--- src/rtl/esch_pkg.sv ---
package esch_pkg;
  localparam int SECT_N = 8;
  localparam int SECT_W = 3;

  typedef enum logic [1:0] {PH_OFF, PH_PREP, PH_ERASE} phase_e;

  // one-hot selection bit for a sector number
  function automatic logic [SECT_N-1:0] sect_bit(input logic [SECT_W-1:0] s);
    return SECT_N'(1) << s;
  endfunction

  // cycles spent on one sector: zero-fill of every offset, then the erase pulse
  function automatic int unsigned sector_span(input int unsigned n_off,
                                              input int unsigned prog_cyc,
                                              input int unsigned erase_cyc);
    return n_off * prog_cyc + erase_cyc;
  endfunction
endpackage

--- src/rtl/esch_pick.sv ---
// Lowest set bit of a mask, as an index plus a valid flag.
module esch_pick #(
  parameter int N = 8,
  parameter int W = 3
) (
  input  logic [N-1:0] mask_i,
  output logic [W-1:0] idx_o,
  output logic         valid_o
);
  logic [N:0]   below;
  logic [N-1:0] first;

  assign below[0] = 1'b0;
  for (genvar i = 0; i < N; i++) begin : g_chain
    assign first[i]   = mask_i[i] & ~below[i];
    assign below[i+1] = below[i] | mask_i[i];
  end

  always_comb begin
    idx_o = '0;
    for (int i = 0; i < N; i++)
      if (first[i]) idx_o = idx_o | W'(i);
  end

  assign valid_o = below[N];
endmodule

--- src/rtl/esch_win_timer.sv ---
// Retriggerable acceptance window counted in clock cycles.
module esch_win_timer #(
  parameter int WIN_CYC = 4000
) (
  input  logic clk,
  input  logic rst_n,
  input  logic load_i,
  input  logic clear_i,
  output logic open_o,
  output logic expire_o
);
  localparam int CW = $clog2(WIN_CYC + 1);
  localparam logic [CW-1:0] RELOAD = CW'(WIN_CYC - 1);

  logic [CW-1:0] cnt_q;
  logic          open_q;

  always_ff @(posedge clk) begin
    if (!rst_n) begin
      open_q <= 1'b0;
      cnt_q  <= '0;
    end else if (clear_i) begin
      open_q <= 1'b0;
      cnt_q  <= '0;
    end else if (load_i) begin
      open_q <= 1'b1;
      cnt_q  <= RELOAD;
    end else if (open_q) begin
      if (cnt_q == '0) open_q <= 1'b0;
      else             cnt_q  <= cnt_q - 1'b1;
    end
  end

  assign open_o   = open_q;
  assign expire_o = open_q && (cnt_q == '0) && !load_i && !clear_i;

  AST_WIN_DECR: assert property (@(posedge clk) disable iff (!rst_n)
    open_q && !load_i && !clear_i && cnt_q != '0 |=> open_q && cnt_q == $past(cnt_q) - 1'b1);
  AST_WIN_RELOAD: assert property (@(posedge clk) disable iff (!rst_n)
    load_i && !clear_i |=> open_q && cnt_q == RELOAD);
  AST_WIN_CLEAR: assert property (@(posedge clk) disable iff (!rst_n)
    clear_i |=> !open_q);
endmodule

--- src/rtl/esch_seq.sv ---
// Per-sector sequencer: zero-write every offset, then one erase pulse.
module esch_seq import esch_pkg::*; #(
  parameter int OFS_W     = 16,
  parameter int PROG_CYC  = 8,
  parameter int ERASE_CYC = 50000
) (
  input  logic             clk,
  input  logic             rst_n,
  input  logic             start_i,
  input  logic             hold_i,
  output logic             prog_o,
  output logic             erase_o,
  output logic [OFS_W-1:0] off_o,
  output logic             done_o,
  output logic             active_o
);
  localparam int TMAX = (PROG_CYC > ERASE_CYC) ? PROG_CYC : ERASE_CYC;
  localparam int TW   = $clog2(TMAX + 1);
  localparam logic [TW-1:0] PROG_LAST  = TW'(PROG_CYC - 1);
  localparam logic [TW-1:0] ERASE_LAST = TW'(ERASE_CYC - 1);

  phase_e           ph_q;
  logic [TW-1:0]    tick_q;
  logic [OFS_W-1:0] off_q;
  logic             run;

  assign run = (ph_q != PH_OFF) && !hold_i;

  always_ff @(posedge clk) begin
    if (!rst_n) begin
      ph_q   <= PH_OFF;
      tick_q <= '0;
      off_q  <= '0;
    end else if (start_i) begin
      ph_q   <= PH_PREP;
      tick_q <= '0;
      off_q  <= '0;
    end else if (run) begin
      if (ph_q == PH_PREP) begin
        if (tick_q == PROG_LAST) begin
          tick_q <= '0;
          if (&off_q) ph_q  <= PH_ERASE;
          else        off_q <= off_q + 1'b1;
        end else begin
          tick_q <= tick_q + 1'b1;
        end
      end else begin
        if (tick_q == ERASE_LAST) begin
          ph_q   <= PH_OFF;
          tick_q <= '0;
          off_q  <= '0;
        end else begin
          tick_q <= tick_q + 1'b1;
        end
      end
    end
  end

  assign prog_o   = run && (ph_q == PH_PREP)  && (tick_q == '0);
  assign erase_o  = run && (ph_q == PH_ERASE) && (tick_q == '0);
  assign done_o   = run && (ph_q == PH_ERASE) && (tick_q == ERASE_LAST);
  assign active_o = (ph_q != PH_OFF);
  assign off_o    = off_q;

  AST_STB_EXCL: assert property (@(posedge clk) disable iff (!rst_n)
    !(prog_o && erase_o));
  AST_HOLD_FREEZE: assert property (@(posedge clk) disable iff (!rst_n)
    hold_i && !start_i |=> off_q == $past(off_q) && tick_q == $past(tick_q));
  AST_OFF_STEP: assert property (@(posedge clk) disable iff (!rst_n)
    prog_o && !start_i |=> off_q == $past(off_q) || off_q == $past(off_q) + 1'b1);
endmodule

--- src/rtl/erase_sched.sv ---
module erase_sched import esch_pkg::*; #(
  parameter int OFS_W     = 16,
  parameter int PROG_CYC  = 8,
  parameter int ERASE_CYC = 50000,
  parameter int WIN_CYC   = 4000
) (
  input  logic                    clk,
  input  logic                    rst_n,
  input  logic                    add_sector_i,
  input  logic [SECT_W-1:0]       add_sel_i,
  input  logic                    chip_erase_i,
  input  logic                    suspend_i,
  input  logic                    resume_i,
  input  logic                    other_cmd_i,
  input  logic [SECT_N-1:0]       protect_i,
  input  logic [SECT_W-1:0]       rd_sector_i,
  output logic                    arr_prog_o,
  output logic                    arr_erase_o,
  output logic [SECT_W+OFS_W-1:0] arr_addr_o,
  output logic [SECT_W-1:0]       arr_sector_o,
  output logic                    busy_o,
  output logic                    window_o,
  output logic                    suspended_o,
  output logic                    rd_ok_o
);
  logic              win_open, win_expire;
  logic              seq_active, seq_done, seq_prog, seq_erase;
  logic [OFS_W-1:0]  seq_off;
  logic [SECT_N-1:0] mask_q, cand;
  logic [SECT_W-1:0] cur_q, pick_idx;
  logic              pick_valid;
  logic              susp_q;
  logic              win_abandon, idle_chip, accept, launch, start;

  // command classification
  assign win_abandon = win_open && (other_cmd_i || chip_erase_i || resume_i);
  assign idle_chip   = chip_erase_i && !win_open && !seq_active;
  assign accept      = add_sector_i && !seq_active && !win_abandon && !idle_chip;
  assign launch      = idle_chip || win_expire || seq_done;

  // candidate set for the next sector
  always_comb begin
    if (idle_chip)       cand = ~protect_i;
    else if (win_expire) cand = mask_q & ~protect_i;
    else if (seq_done)   cand = mask_q & ~sect_bit(cur_q);
    else                 cand = '0;
  end

  assign start = launch && pick_valid;

  esch_pick #(.N(SECT_N), .W(SECT_W)) i_pick (
    .mask_i  (cand),
    .idx_o   (pick_idx),
    .valid_o (pick_valid)
  );

  esch_win_timer #(.WIN_CYC(WIN_CYC)) i_timer (
    .clk      (clk),
    .rst_n    (rst_n),
    .load_i   (accept),
    .clear_i  (win_abandon),
    .open_o   (win_open),
    .expire_o (win_expire)
  );

  esch_seq #(.OFS_W(OFS_W), .PROG_CYC(PROG_CYC), .ERASE_CYC(ERASE_CYC)) i_seq (
    .clk      (clk),
    .rst_n    (rst_n),
    .start_i  (start),
    .hold_i   (susp_q),
    .prog_o   (seq_prog),
    .erase_o  (seq_erase),
    .off_o    (seq_off),
    .done_o   (seq_done),
    .active_o (seq_active)
  );

  always_ff @(posedge clk) begin
    if (!rst_n) begin
      mask_q <= '0;
      cur_q  <= '0;
    end else begin
      if (win_abandon)  mask_q <= '0;
      else if (accept)  mask_q <= (win_open ? mask_q : '0) | sect_bit(add_sel_i);
      else if (launch)  mask_q <= cand;
      if (start) cur_q <= pick_idx;
    end
  end

  always_ff @(posedge clk) begin
    if (!rst_n)          susp_q <= 1'b0;
    else if (!seq_active) susp_q <= 1'b0;
    else if (suspend_i)  susp_q <= 1'b1;
    else if (resume_i)   susp_q <= 1'b0;
  end

  assign arr_prog_o   = seq_prog;
  assign arr_erase_o  = seq_erase;
  assign arr_addr_o   = {cur_q, seq_off};
  assign arr_sector_o = cur_q;
  assign busy_o       = seq_active;
  assign window_o     = win_open;
  assign suspended_o  = susp_q;
  assign rd_ok_o      = !seq_active || (susp_q && !mask_q[rd_sector_i]);

  AST_WIN_BUSY_EXCL: assert property (@(posedge clk) disable iff (!rst_n)
    !(window_o && busy_o));
  AST_ABANDON: assert property (@(posedge clk) disable iff (!rst_n)
    win_abandon |=> !window_o && mask_q == '0);
  AST_IGNORE_EXEC: assert property (@(posedge clk) disable iff (!rst_n)
    busy_o && !seq_done |=> mask_q == $past(mask_q));
  AST_ASCEND: assert property (@(posedge clk) disable iff (!rst_n)
    seq_done && start |=> cur_q > $past(cur_q));
  AST_SUSP_QUIET: assert property (@(posedge clk) disable iff (!rst_n)
    suspended_o |-> !arr_prog_o && !arr_erase_o);
  AST_PROT_SKIP: assert property (@(posedge clk) disable iff (!rst_n)
    arr_erase_o |-> !protect_i[arr_sector_o]);
  AST_CUR_PENDING: assert property (@(posedge clk) disable iff (!rst_n)
    busy_o |-> mask_q[cur_q]);
endmodule

--- config.mk ---
export PLATFORM = sky130hd
export DESIGN_NAME = erase_sched
export DESIGN_NICKNAME = d
export VERILOG_FILES = /design/src/rtl/esch_pkg.sv /design/src/rtl/esch_pick.sv /design/src/rtl/esch_win_timer.sv /design/src/rtl/esch_seq.sv /design/src/rtl/erase_sched.sv
export SDC_FILE = /design/constraint.sdc
export NUM_CORES = 1
export LEC_CHECK = 0
export CELL_PAD_IN_SITES_DETAIL_PLACEMENT = 1
export CELL_PAD_IN_SITES_GLOBAL_PLACEMENT = 1
export CORE_ASPECT_RATIO = 0.75
export CORE_MARGIN = 3
export CORE_UTILIZATION = 37
export CTS_CLUSTER_DIAMETER = 150
export DETAILED_ROUTE_END_ITERATION = 16
export HOLD_SLACK_MARGIN = 0.02
export PLACE_DENSITY_LB_ADDON = 0.1
export SKIP_CTS_REPAIR_TIMING = 1
export SLEW_MARGIN = 30
export SYNTH_ARGS = -nofsm -noshare
export SYNTH_HDL_FRONTEND = slang
export SYNTH_SLANG_ARGS = --single-unit
--- constraint.sdc ---
create_clock -name clk -period 3.02 [get_ports clk]
set_clock_uncertainty 0.2 [all_clocks]
set_input_delay 0.604 -clock clk [delete_from_list [all_inputs] [get_ports clk]]
set_output_delay 0.604 -clock clk [all_outputs]
set_load 0.005 [all_outputs]
Word level (Yosys, flattened, before mapping):

Cells that the tools add are included.

* register bits after elaboration: 59
* input bits: 21
* output and inout bits: 28
* word-level logic and storage cells: 138

* add/subtract/negate cells: 3
* order comparisons: 1
* equal/unequal tests: 10
* shifts and indexed selects: 2
* mux-type cells: 36
* bitwise logic cells: 28
* reduce and logical (&&, ||, !) cells: 48

Operator list (count)
* $mux W16: 7
* $mux W8: 6
* $mux W12: 3
* $add A16 B1 Y16 const B: 2
* $logic_and A1 B1 Y1: 17
* $and A8 B8 Y8: 2
* $eq A16 B16 Y1 const B: 1
* $eq A16 B3 Y1 const B: 1
* $logic_not A16 Y1: 1
* $not A8 Y8: 2
* $reduce_and A16 Y1: 1
* $shl A1 B3 Y8 const A: 2
* $logic_not A12 Y1: 1
* $mux W2: 6
* $mux W3: 4
* $reduce_and A4 Y1: 3
* $reduce_bool A2 Y1: 6
* $sub A12 B1 Y12 const B: 1
* $mux W1: 9
* $not A1 Y1: 9
* $or A8 B8 Y8: 1
* $and A1 B1 Y1: 7
* $logic_not A1 Y1: 7
* $or A1 B1 Y1: 7
* 12 further kinds: 22

Depth between registers and ports, before layout:

Gate-level depths: netlist of the first run.

* depth after elaboration: 21
* mapped depth: 12

Cells and area by module:

A second synthesis of the first run with hierarchy kept.

* cell total of the unflattened synthesis: 463
* area, all modules: 3757.4 sq um

By module, submodules not included
* esch_seq: times used 1, cells an instance 234, area each 1899.3 sq um, sequential area each 680.7 sq um
* erase_sched: times used 1, cells an instance 133, area each 1057.3 sq um, sequential area each 240.2 sq um
* esch_win_timer: times used 1, cells an instance 82, area each 718.2 sq um, sequential area each 260.2 sq um
* esch_pick: times used 1, cells an instance 14, area each 82.6 sq um, sequential area each 0.0 sq um

Worst setup path after synthesis of the first run:

OpenSTA, ideal clock, no wires.

* kind: register -> register
* from: reg i_timer.cnt_q[0]
* to: reg i_seq.off_q[10], in the netlist i_seq.off_o[10]
* setup time: 62 ps
* data arrival time: 2707 ps
* required time: 2758 ps
* setup slack: 51 ps
* stages on the path, launching flop included: 13
* clock period less this slack: 2969 ps
* cells stage by stage: dfxtp_1 > inv_1 > ha_1 > or4b_1 > or3_1 > buf_6 > o21ai_4 > mux2_4 > and4b_1 > buf_6 > o311ai_4 > buf_6 > nor2_2

* cells in the longest elaborated chain, start to end: 15
* elaborated cells on any way between the ends: 17

Ends and longest elaborated chain
* from (decl): line esch_win_timer.sv:15 `logic [CW-1:0] cnt_q;`
* from (signal assigned): line esch_win_timer.sv:30 `else cnt_q <= cnt_q - 1'b1;`
* $logic_not A12 Y1 *: line esch_win_timer.sv:35 `assign expire_o = open_q && (cnt_q == '0) && !load_i && !clear_i;`
* $logic_and A1 B1 Y1 * (3 in series): line esch_win_timer.sv:35
* $mux W8: line erase_sched.sv:44 `else if (win_expire) cand = mask_q & ~protect_i;`
* $mux W8: line erase_sched.sv:43 `if (idle_chip) cand = ~protect_i;`
* $or A1 B1 Y1 (7 in series): line esch_pick.sv:16 `assign below[i+1] = below[i] | mask_i[i];`
* $logic_and A1 B1 Y1 *: line erase_sched.sv:49 `assign start = launch && pick_valid;`
* $reduce_or A2 Y1 (no line) *
* to (signal assigned): line esch_seq.sv:43 `else off_q <= off_q + 1'b1;`
* to (decl): line esch_seq.sv:24 `logic [OFS_W-1:0] off_q;`

Mark *: on every way between the ends. The rest lies on a longest branch, timed or not.
A chain may end at the register's enable or synchronous reset.

Final worst setup path of the first run:

* from: reg i_timer.cnt_q[1]
* to: reg i_seq.off_q[8], in the netlist i_seq.off_o[8]

Same word-level chain as after synthesis.

==> impl_results.md, run 1 <==
* Placed instance area at 4300 µm²
* Post-Layout Cell Count at 612
* Area share of the largest cell type after synthesis at 0.345
* Sequential fraction of the synthesis area at 0.345
* Post-synthesis cell type count at 65
* Vias per cell at about 5.6
* Post-Syn Area at 3420 µm²
* Maximum achievable frequency at 0.324 GHz
* Final setup fails at 23
* Syn Area/Cell at roughly 8.4 µm²
* Port Buffer Count at 48
* Max-Cap Viols at 0
* Ports at a little under 50
* Layout area overhead at 44.6%
* Area contributors post-synth: dfxtp_1 35%, xor2_1 6.4%, nor2_1 4.9%
* Violated checks: negative setup slack
* Switching share of power at 0.281
* Gr ovfl total at 0
* Kind of critical path: flip-flop to flip-flop
* Final Hold Viols at 0
* Critical Path RT at ~3 ns
* Top cell type by total area after synthesis: dfxtp_1
* Post-Syn Nets at 431
* Post-Syn Instances at 405
* Flop2flop setup slack at -0.06 ns
* Slew margin rel. at 0.547
* Synth warnings at 0
* Clk slew on worst S/H paths at 0.05 ns
* Status: finished, violations left
* Drt total wl at between 10000 and 15000 µm
* DR pass1 iterations at 4
* Vias in the first global route at between 3000 and 4000
* Post-synth ARST share at 0
* Initial antenna violation count at 0
* Crit. End Element: flip-flop
* Combinational power share at 0.260
* Tcrit/Tclk final at 1.02
* Clock tree buffer depth at 2
* Final min period at between 3 and 4 ns
* Avg WL per Cell at 19.1 µm
* DIE AREA at around 10000 µm²
* Sequential share of power at 0.315
* CTS buffer count at 9
* Final instance area at 4940 µm²
* Row Count at 29
* # clock sinks at 59
* Post-synth EDFFs at 0
* # placed instances at approximately 590
* Nets at 526
* Final setup margin at -0.0647 ns
* ANT cells at 0
* H-tree levels at 3
* Power per cell area at 566 nW/µm²
* Remaining DRCs at 0
* RSZ-0062 raised after global routing: yes
* Final Max Slew Viols at 0
* Flops & latches, synth at 59
* 1st-iter DRT viols at ~160
* Clk Latency, worst-skew pair at 0.33 ns
* Leakage at 1.86 nW
* Most frequent cells after synthesis: 59 x dfxtp_1, 45 x nor2_1, 27 x a21oi_1, 27 x nand2_1, 25 x xor2_1
* Top-count cell post-synth: dfxtp_1
* Die Ht at 89.3 µm
* Gpl congestion at 0.903
* Initial core utilization at 0.393
* Clk pwr share at 0.425
* Worst VDD drop at 0.359 mV
* Via count at 3453
* Die width at 117 µm
* Root Buffer: clkbuf_16
* Number of fill cells in the layout at between 1000 and 1500
* P_int at 2.01 mW
* First-pass GRT wire length at 17600 µm
* Ratio of cells with drive above 1 in the final layout at 0.264
* Critical path launch point type: flip-flop
* Worst Hold Class: flip-flop to flip-flop
* Worst Path Arrival at approximately 3.2 ns
* Measured slew at the worst slew-check pin at 0.677 ns
* TritonCTS clock tree: built
* Worst Path Max Fanout at 7
* Largest net degree at the start of global routing at 18
* Net switching power at 0.785 mW
* Remaining antenna violation count at 0
* Ys flop type: dfxtp_1
* Global Route Usage Sum at 0.221
* Dpl hpwl at between 7000 and 8000 µm
* Core ar. at ~8700 µm²
==> worst max-delay path: stages, from the launching register on <==
cell	delay, ns
dfxtp_2	0.32
inv_2	0.07
ha_4	0.13
or4b_4	0.45
or3_4	0.47
o21ai_4	0.21
buf_6	0.14
mux2i_2	0.21
and4b_2	0.35
o311ai_4	0.17
clkbuf_16	0.22
nor2_4	0.08
==> layer usage <==
| layer | part of all wire | global-route usage | vias to the layer above |
|---|---|---|---|
| li1 | - | - | 1659 |
| met1 | 0.46 | 0.290 | 1676 |
| met2 | 0.47 | 0.350 | 105 |
| met3 | 0.062 | 0.0704 | 13 |
| met4 | 0.015 | 0.0635 | 0 |
| met5 | 0 | 0 | - |
==> kinds of logic (layout without fill, tap and decap cells) <==
logic type / after synthesis / after routing / synth area share
mux: 7 / 7 / 0.0293
simple gates: 183 / 183 / 0.288
buf+inv: 34 / 132 / 0.0523
xor+xnor: 37 / 37 / 0.0948
flops: 59 / 59 / 0.345
compound gates: 80 / 81 / 0.172
fa+ha+maj: 5 / 5 / 0.0183
==> final cells by class <==
| cell class | count | area, µm² | share of cell area |
|---|---|---|---|
| Multi-Input combinational cell | 313 | 2290 | 0.462 |
| Sequential cell | 59 | 1180 | 0.239 |
| Timing Repair Buffer | 102 | 941 | 0.190 |
| Clock buffer | 11 | 243 | 0.0491 |
| Tap cell | 108 | 135 | 0.0273 |
| Clock inverter | 4 | 98.8 | 0.0200 |
| Inverter | 15 | 56.3 | 0.0114 |
==> per-stage QoR <==
| step | setup slack, ns | util | total power, mW | TNS, ns | hold WS (ns) |
|---|---|---|---|---|---|
| 6_report | -0.0647 | 0.568 | 2.80 | -0.724 | 0.311 |
| 5_1_grt | -0.193 | 0.568 | 2.92 | -4.98 | 0.332 |
| 3_5_place_dp | -0.425 | 0.494 | 1.51 | -13.59 | 0.303 |
| 4_1_cts | -0.395 | 0.533 | 2.71 | -7.14 | 0.311 |
| 2_1_floorplan | 0.0510 | - | 1.25 | 0 | 0.261 |
| 3_3_place_gp | -0.323 | 0.494 | 1.50 | -10.30 | 0.285 |
==> flip-flops by register name, summed over array words and instances, names as in the netlist <==
signal	count
suspended_o	1
i_timer.cnt_q	12
i_timer.open_o	1
i_seq.ph_q	2
i_seq.tick_q	16
mask_q	8
arr_sector_o	3
i_seq.off_o	16
==> power groups by stage <==
stage	combinational, mW	sequential, mW	clock (mW)
floorplan	0.367	0.886	0
global placement	0.608	0.892	0
detailed placement	0.622	0.893	0
CTS	0.629	0.877	1.20
global route	0.790	0.889	1.24
finish	0.728	0.881	1.19
==> path summary, 6_finish.rpt <==
check / from / end / cells after the start
setup / recovery: i_timer.cnt_q[1] / i_seq.off_o[8] / 11
hold / removal: i_seq.tick_q[1] / i_seq.tick_q[1] / 2
setup reg to reg: i_timer.cnt_q[1] / i_seq.off_o[8] / 11
hold reg to reg: i_seq.tick_q[1] / i_seq.tick_q[1] / 2
==> cell usage in the layout (no fill, tap or decap), types with 3 or more instances in the layout <==
master and count:
clkdlybuf4s50_1 44, dfxtp_1 57, and2_1 3, or3_1 6, buf_4 48, nor2_2 7, and4_1 3, or2_2 4
buf_6 4, a32oi_1 3, a31oi_1 6, o21ai_0 7, bufinv_16 3, a21oi_1 25, o22ai_1 4, nor3_1 10
nand2_1 26, inv_1 13, nand3_1 18, clkbuf_16 10, ha_1 4, and3_1 10, o31a_1 3, mux2i_1 3
nand4_1 11, dlymetal6s2s_1 4, nand2b_1 7, xor2_1 25, nor2_1 34, nor2_4 14, xnor2_1 12
Power figures use the tool's default switching activity.
==> run 2: changes to the inputs <==
Settings changed: ABC_CLOCK_PERIOD_IN_PS from default to 3020.
==> results of run 2 <==
Same layout as run 1: the final DEF is identical, and so are final timing and power.
